===== src/rtl/bulk_pp_ep.sv =====
module bulk_pp_ep #(
  parameter int PKT = 64,
  parameter int RXD = 128,
  parameter int DW  = 8
) (
  input  logic             clk,
  input  logic             rst_n,
  input  logic             cfg_wr,
  input  logic [10:0]      cfg_wdata,
  output logic [8:0]       cfg_q,
  input  logic             loc_wr,
  input  logic [DW-1:0]    loc_wdata,
  input  logic             loc_rd,
  output logic [DW-1:0]    loc_rdata,
  input  logic             dma_wr,
  input  logic [DW-1:0]    dma_wdata,
  input  logic             dma_rd,
  input  logic             tok_in,
  input  logic             tok_out,
  input  logic             usb_tx_rd,
  output logic [DW-1:0]    tx_byte,
  output logic             tx_last,
  input  logic             usb_ack,
  input  logic             usb_timeout,
  input  logic             rx_wr,
  input  logic [DW-1:0]    rx_byte,
  input  logic             rx_end,
  output logic             resp_valid,
  output logic [1:0]       resp_code,
  output logic             tx_done,
  output logic             rx_done,
  output logic [$clog2(RXD):0] rx_level
);
  localparam int TAW = $clog2(PKT);
  localparam int RAW = $clog2(RXD);
  localparam logic [TAW:0] PKTW = PKT[TAW:0];
  localparam logic [RAW:0] RXW  = RXD[RAW:0];
  localparam logic [1:0] R_NAK = 2'd0, R_DATA = 2'd1, R_ZLP = 2'd2, R_ACK = 2'd3;

  logic [DW-1:0] txm [2][PKT];
  logic [DW-1:0] rxm [RXD];
  logic [TAW:0]  twp [2];
  logic [TAW:0]  trp [2];
  logic [1:0]    rdy;
  logic          rx_off, zlp, full_only, link, dir, dma_tx_en, dma_rx_en;
  logic          pp, wb, infl;
  logic [RAW:0]  rwc, rws, rrp;
  logic          rx_act, rx_drop, rx_ovf;

  wire cur  = link ? pp : dir;
  wire fill = link ? wb : dir;
  wire          wr_tx = loc_wr | (dma_wr & dma_tx_en);
  wire [DW-1:0] wdat  = loc_wr ? loc_wdata : dma_wdata;
  wire          tx_we = wr_tx && (twp[fill] != PKTW);
  wire          rd_rx = (loc_rd | (dma_rd & dma_rx_en)) && (rrp != rwc);
  wire          rx_full = (rws - rrp) == RXW;
  wire          rx_in   = rx_wr && rx_act && !rx_drop && !rx_ovf;
  wire          rx_we   = rx_in && !rx_full;

  logic [1:0] in_code;
  always_comb begin
    if (zlp)                                   in_code = R_ZLP;
    else if (!rdy[cur])                        in_code = R_NAK;
    else if (full_only && twp[cur] != PKTW)    in_code = R_NAK;
    else                                       in_code = R_DATA;
  end

  assign cfg_q     = {dma_rx_en, dma_tx_en, dir, link, full_only, zlp, rx_off, rdy};
  assign tx_byte   = txm[cur][trp[cur][TAW-1:0]];
  assign tx_last   = (trp[cur] + {{TAW{1'b0}}, 1'b1}) == twp[cur];
  assign loc_rdata = rxm[rrp[RAW-1:0]];
  assign rx_level  = rwc - rrp;

  always_ff @(posedge clk) begin
    if (tx_we) txm[fill][twp[fill][TAW-1:0]] <= wdat;
    if (rx_we) rxm[rws[RAW-1:0]] <= rx_byte;
  end

  always_ff @(posedge clk or negedge rst_n) begin
    if (!rst_n) begin
      rdy <= '0; rx_off <= 1'b0; zlp <= 1'b0; full_only <= 1'b0; link <= 1'b0;
      dir <= 1'b0; dma_tx_en <= 1'b0; dma_rx_en <= 1'b0;
      pp <= 1'b0; wb <= 1'b0; infl <= 1'b0;
      twp[0] <= '0; twp[1] <= '0; trp[0] <= '0; trp[1] <= '0;
      rwc <= '0; rws <= '0; rrp <= '0;
      rx_act <= 1'b0; rx_drop <= 1'b0; rx_ovf <= 1'b0;
      resp_valid <= 1'b0; resp_code <= R_NAK; tx_done <= 1'b0; rx_done <= 1'b0;
    end else begin
      resp_valid <= 1'b0;
      tx_done    <= 1'b0;
      rx_done    <= 1'b0;
      if (cfg_wr) begin
        rdy       <= cfg_wdata[1:0];
        rx_off    <= cfg_wdata[2];
        zlp       <= cfg_wdata[3];
        full_only <= cfg_wdata[4];
        link      <= cfg_wdata[5];
        if (!link) dir <= cfg_wdata[6];
        dma_tx_en <= cfg_wdata[7];
        dma_rx_en <= cfg_wdata[8];
        if (cfg_wdata[5] && !link) begin
          pp <= 1'b0;
          wb <= 1'b0;
        end else if (link && cfg_wdata[wb] && !rdy[wb]) begin
          wb <= ~wb;
        end
      end
      if (tx_we) twp[fill] <= twp[fill] + 1'b1;
      if (tok_in) begin
        resp_valid <= 1'b1;
        resp_code  <= in_code;
        if (zlp) zlp <= 1'b0;
        if (in_code == R_DATA) infl <= 1'b1;
      end
      if (usb_tx_rd && trp[cur] != twp[cur]) trp[cur] <= trp[cur] + 1'b1;
      if (usb_timeout) trp[cur] <= '0;
      if (usb_ack && infl) begin
        infl     <= 1'b0;
        rdy[cur] <= 1'b0;
        tx_done  <= 1'b1;
        twp[cur] <= '0;
        trp[cur] <= '0;
        if (link) pp <= ~pp;
      end
      if (rd_rx) rrp <= rrp + 1'b1;
      if (tok_out) begin
        rx_act  <= 1'b1;
        rx_drop <= rx_off;
        rx_ovf  <= 1'b0;
        rws     <= rwc;
      end
      if (rx_we) rws <= rws + 1'b1;
      if (rx_in && rx_full) rx_ovf <= 1'b1;
      if (rx_end && rx_act) begin
        rx_act     <= 1'b0;
        resp_valid <= 1'b1;
        if (rx_drop || rx_ovf || (rx_in && rx_full)) begin
          resp_code <= R_NAK;
          rws       <= rwc;
        end else begin
          resp_code <= R_ACK;
          rwc       <= rx_we ? rws + 1'b1 : rws;
          rx_done   <= 1'b1;
        end
      end
      if (cfg_wr && cfg_wdata[9]) begin
        twp[0] <= '0; twp[1] <= '0; trp[0] <= '0; trp[1] <= '0;
        infl <= 1'b0;
      end
      if (cfg_wr && cfg_wdata[10]) begin
        rwc <= '0; rws <= '0; rrp <= '0;
      end
    end
  end

  p_idle_nak_r1: assert property (@(posedge clk) disable iff (!rst_n)
    (tok_in && !zlp && !rdy[cur]) |=> (resp_valid && resp_code == R_NAK));
  p_ack_clears_r2: assert property (@(posedge clk) disable iff (!rst_n)
    (usb_ack && infl && !cfg_wr) |=> (tx_done && !rdy[$past(cur)]));
  p_zlp_once_r3: assert property (@(posedge clk) disable iff (!rst_n)
    (tok_in && zlp) |=> (resp_code == R_ZLP && !zlp));
  p_short_nak_r4: assert property (@(posedge clk) disable iff (!rst_n)
    (tok_in && !zlp && full_only && twp[cur] != PKTW && !tx_we) |=> (resp_code == R_NAK));
  p_rx_off_r5: assert property (@(posedge clk) disable iff (!rst_n)
    (rx_end && rx_act && rx_drop && !cfg_wr) |=> (resp_code == R_NAK && !rx_done && $stable(rwc)));
  p_dir_lock_r8: assert property (@(posedge clk) disable iff (!rst_n)
    (cfg_wr && link) |=> $stable(dir));
  always_comb if (rst_n) p_no_overflow_r9: assert (rx_level <= RXW);
endmodule


===== config.mk =====
export PLATFORM = sky130hd
export DESIGN_NAME = bulk_pp_ep
export DESIGN_NICKNAME = d
export VERILOG_FILES = /design/src/rtl/bulk_pp_ep.sv
export SDC_FILE = /design/constraint.sdc
export NUM_CORES = 2
export LEC_CHECK = 0
export ABC_CLOCK_PERIOD_IN_PS = 9400
export BUFFER_PORTS_ARGS = -buffer_cell sky130_fd_sc_hd__buf_2
export CAP_MARGIN = 0
export CORE_UTILIZATION = 32
export CTS_CLUSTER_DIAMETER = 150
export CTS_CLUSTER_SIZE = 24
export DETAILED_ROUTE_END_ITERATION = 7
export PLACE_DENSITY_LB_ADDON = 0.3
export SYNTH_ARGS = -nofsm -noshare
export SYNTH_HDL_FRONTEND = slang
export SYNTH_SLANG_ARGS = --single-unit

===== constraint.sdc =====
create_clock -name clk -period 9.4 [get_ports clk]
set_input_delay 1.41 -clock clk [delete_from_list [all_inputs] [get_ports clk]]
set_output_delay 1.41 -clock clk [all_outputs]
set_load 0.01 [all_outputs]

==> metrics.txt <==
synth cell count leaders=edfxtp_1, mux4_2, nor2_1; Worst VDD drop=0.000390 V; Iter 0 DRT Violations=5239; Yosys reg bits=2120; endpoints failing setup=0; PortBufs=just under 90; initial antenna violation count=10; Final Util=between 30% and 40%; die area=267000 µm²; # DRC=0; Startpoint Class=flip-flop; Die Y=517 µm; max_cap viols=0; EDFF count, synth=2048; Synth warnings=0; initial core utilization=32.3%; Worst-Margin Slew=1.32 ns; register area share after synthesis=around three quarters; root buffer cell=clkbuf_16; first-pass GRT wire length=~340 mm; Cells after Synth=4620; ys flop type=edfxtp_1; Crit-path slowest cell=mux2i_4; core area=263000 µm²; mapped cell area=roughly 85000 µm²; setup TNS=0 ns; max-slew violations=0; htree depth=3; vias in the first global route=43200; status=finished, final reports clean; Synth-to-Final Area Change=8.78%; all-layer global routing usage=17.6%; mean post-synth cell area=around 18 µm²; DR vias=44300; GRT overflow=0; Clock Skews=0.0427 ns; critical-path cell list=mux2_8, buf_12, mux2i_4, nand2_1, o22ai_1, nor3_1, or4_1, a311o_1, buf_2; cts-stage hold buffer count=0; fraction of layout cells with a size suffix above 1=16.4%; Longest Clk Path Bufs=3; Worst Path Max Fanout=90; Fmax=139 MHz; Final Hold Viols=0; Synth cell types=84; ys async rst share=3.40%; Clock Sinks=2120; largest net degree at the start of global routing=around 100; final wirelength=238 mm; WL/cell=between 20 and 30 µm; Tightest Hold Check Type=in -> async; DP HPWL=between 100 and 150 mm; DIE WIDTH=517 µm; share of the synthesized area in the top cell type=72.5%; most common cell in the synthesized netlist=edfxtp_1; Num CTS Buffers=98; clk_lat worst skew=between 0.7 and 0.8 ns; site row count=188; drt first pass iters=5; fillers=24800; pwr dens=225 nW/µm²; critical path type=reg -> out; CTS resizes=0; num ports=88; Lkg Pwr=27.5 nW; ANT nets after route=0; Final Cycle Share=76.6%; CTS tree=done; CP required=7.99 ns; Final Wtd Congestion=between 0.8 and 0.9; Worst slew margin=12.3%; CP max stage delay=between 0.8 and 0.9 ns; clk slew on worst S/H paths=0.11 ns; Net count, final=4702; drt via density=5.40; post-synth top area cell=edfxtp_1; crit path DAT=5.79 ns; Post-CTS Setup Inserts=0; Synthesized Nets=approximately 4700; Setup crit end kind=output pin; RSZ-0062 raised after global routing=false; Tmin final=7.20 ns; Area contributors post-synth=edfxtp_1, mux4_2, mux2i_1, dfrtp_1, nor2_1; Fin Hold WS=roughly 0.53 ns
worst max-delay path: cells and delay by family, from the launching register on:
kind | cells | cell delay [ns]
AO/OA/AOI/OAI | 2 | 0.84
buffers and inverters | 2 | 0.67
flip-flops | 1 | 0.53
multiplexers | 2 | 1.44
AND/OR/NAND/NOR | 3 | 1.40
final timing paths:
kind	from	to	slack (ns)	depth (start not counted)
hold / removal	rst_n	resp_valid	0.53	1
max in group asynchronous	rst_n	trp[7]	7.55	2
setup reg to reg	rrp[1]	rxm[44][1]	4.09	10
min in group clk	rx_act	rx_act	0.54	1
setup / recovery	link	tx_byte[1]	2.20	9
hold reg to reg	rx_act	rx_act	0.54	1
through the flow:
stage          worst slack, ns  std cells  cell area [µm²]  power [mW]
2_1_floorplan             4.56       4620            84900        14.1
3_3_place_gp              3.27       8048            89500        16.1
3_5_place_dp              3.13       8048            89500        16.1
4_1_cts                   2.27       8206            92300        21.0
5_1_grt                   2.09       8206            92300        21.5
6_report                  2.20       8207            92300        20.8
layout by cell type, fill, tap and decap left out, types with 8 or more instances in the layout:
cell type,Yosys,routed
edfxtp_1,2048,2048
mux4_2,412,412
nor2_1,373,373
nand2_1,313,309
mux2i_1,243,242
a21oi_1,123,123
a211oi_1,104,104
clkbuf_16,0,101
buf_4,8,94
nor2b_1,81,81
buf_2,39,78
dfrtp_1,72,65
nand3_1,59,57
o21ai_0,56,56
clkbuf_1,137,52
o22ai_1,41,41
xnor2_1,36,36
a31oi_1,30,30
nor3_1,29,29
a311oi_1,28,28
inv_1,26,26
mux2_2,30,22
ha_1,19,19
or3_1,19,17
o221ai_1,16,16
nand4_1,15,15
o211ai_1,15,15
and3_1,15,15
nor4_1,15,14
xor2_1,11,11
mux2_4,1,8
where the power goes:
| part | switching, mW | total, mW | internal, mW |
|---|---|---|---|
| sequential | 0.237 | 10.7 | 10.5 |
| combinational | 3.04 | 5.11 | 2.07 |
| clock | 2.95 | 4.97 | 2.02 |
| total | 6.22 | 20.8 | 14.6 |
cell type report:
type / count / area, µm² / area share (%)
Sequential cell: 2120 / 63300 / 68.6
Inverter: 33 / 134 / 0.145
Tap cell: 3515 / 4400 / 4.76
Multi-Input combinational cell: 2203 / 20500 / 22.2
Antenna cell: 1 / 2.50 / 0.00271
Clock inverter: 5 / 73.8 / 0.0800
Timing Repair Buffer: 177 / 1200 / 1.30
Clock buffer: 153 / 2720 / 2.95
metal layers:
metal  vias to the layer above  share of wire [%]  track usage [%]
met5                         -                  0                0
met4                         0                2.7             4.27
met3                       311                7.7             3.13
met2                      1945                 48             28.7
met1                     23600                 41             24.2
li1                      18500                  -                -
registers in the layout (all words and copies together), names as in the netlist, 2 cells and up:
name	count
twp	14
rxm	1024
rwc	8
rrp	8
trp	14
rdy	2
resp_code	2
txm	1024
rws	8
cells by family after synthesis:
| kind of cell | count (synthesis) | share of synthesized area, % |
|---|---|---|
| xor+xnor | 47 | 0.485 |
| compound gates | 496 | 3.97 |
| mux | 693 | 14.3 |
| simple gates | 947 | 4.86 |
| fa+ha+maj | 20 | 0.304 |
| flops | 2120 | 74.6 |
| buf+inv | 297 | 1.44 |
(Power assumes the default switching activity.)
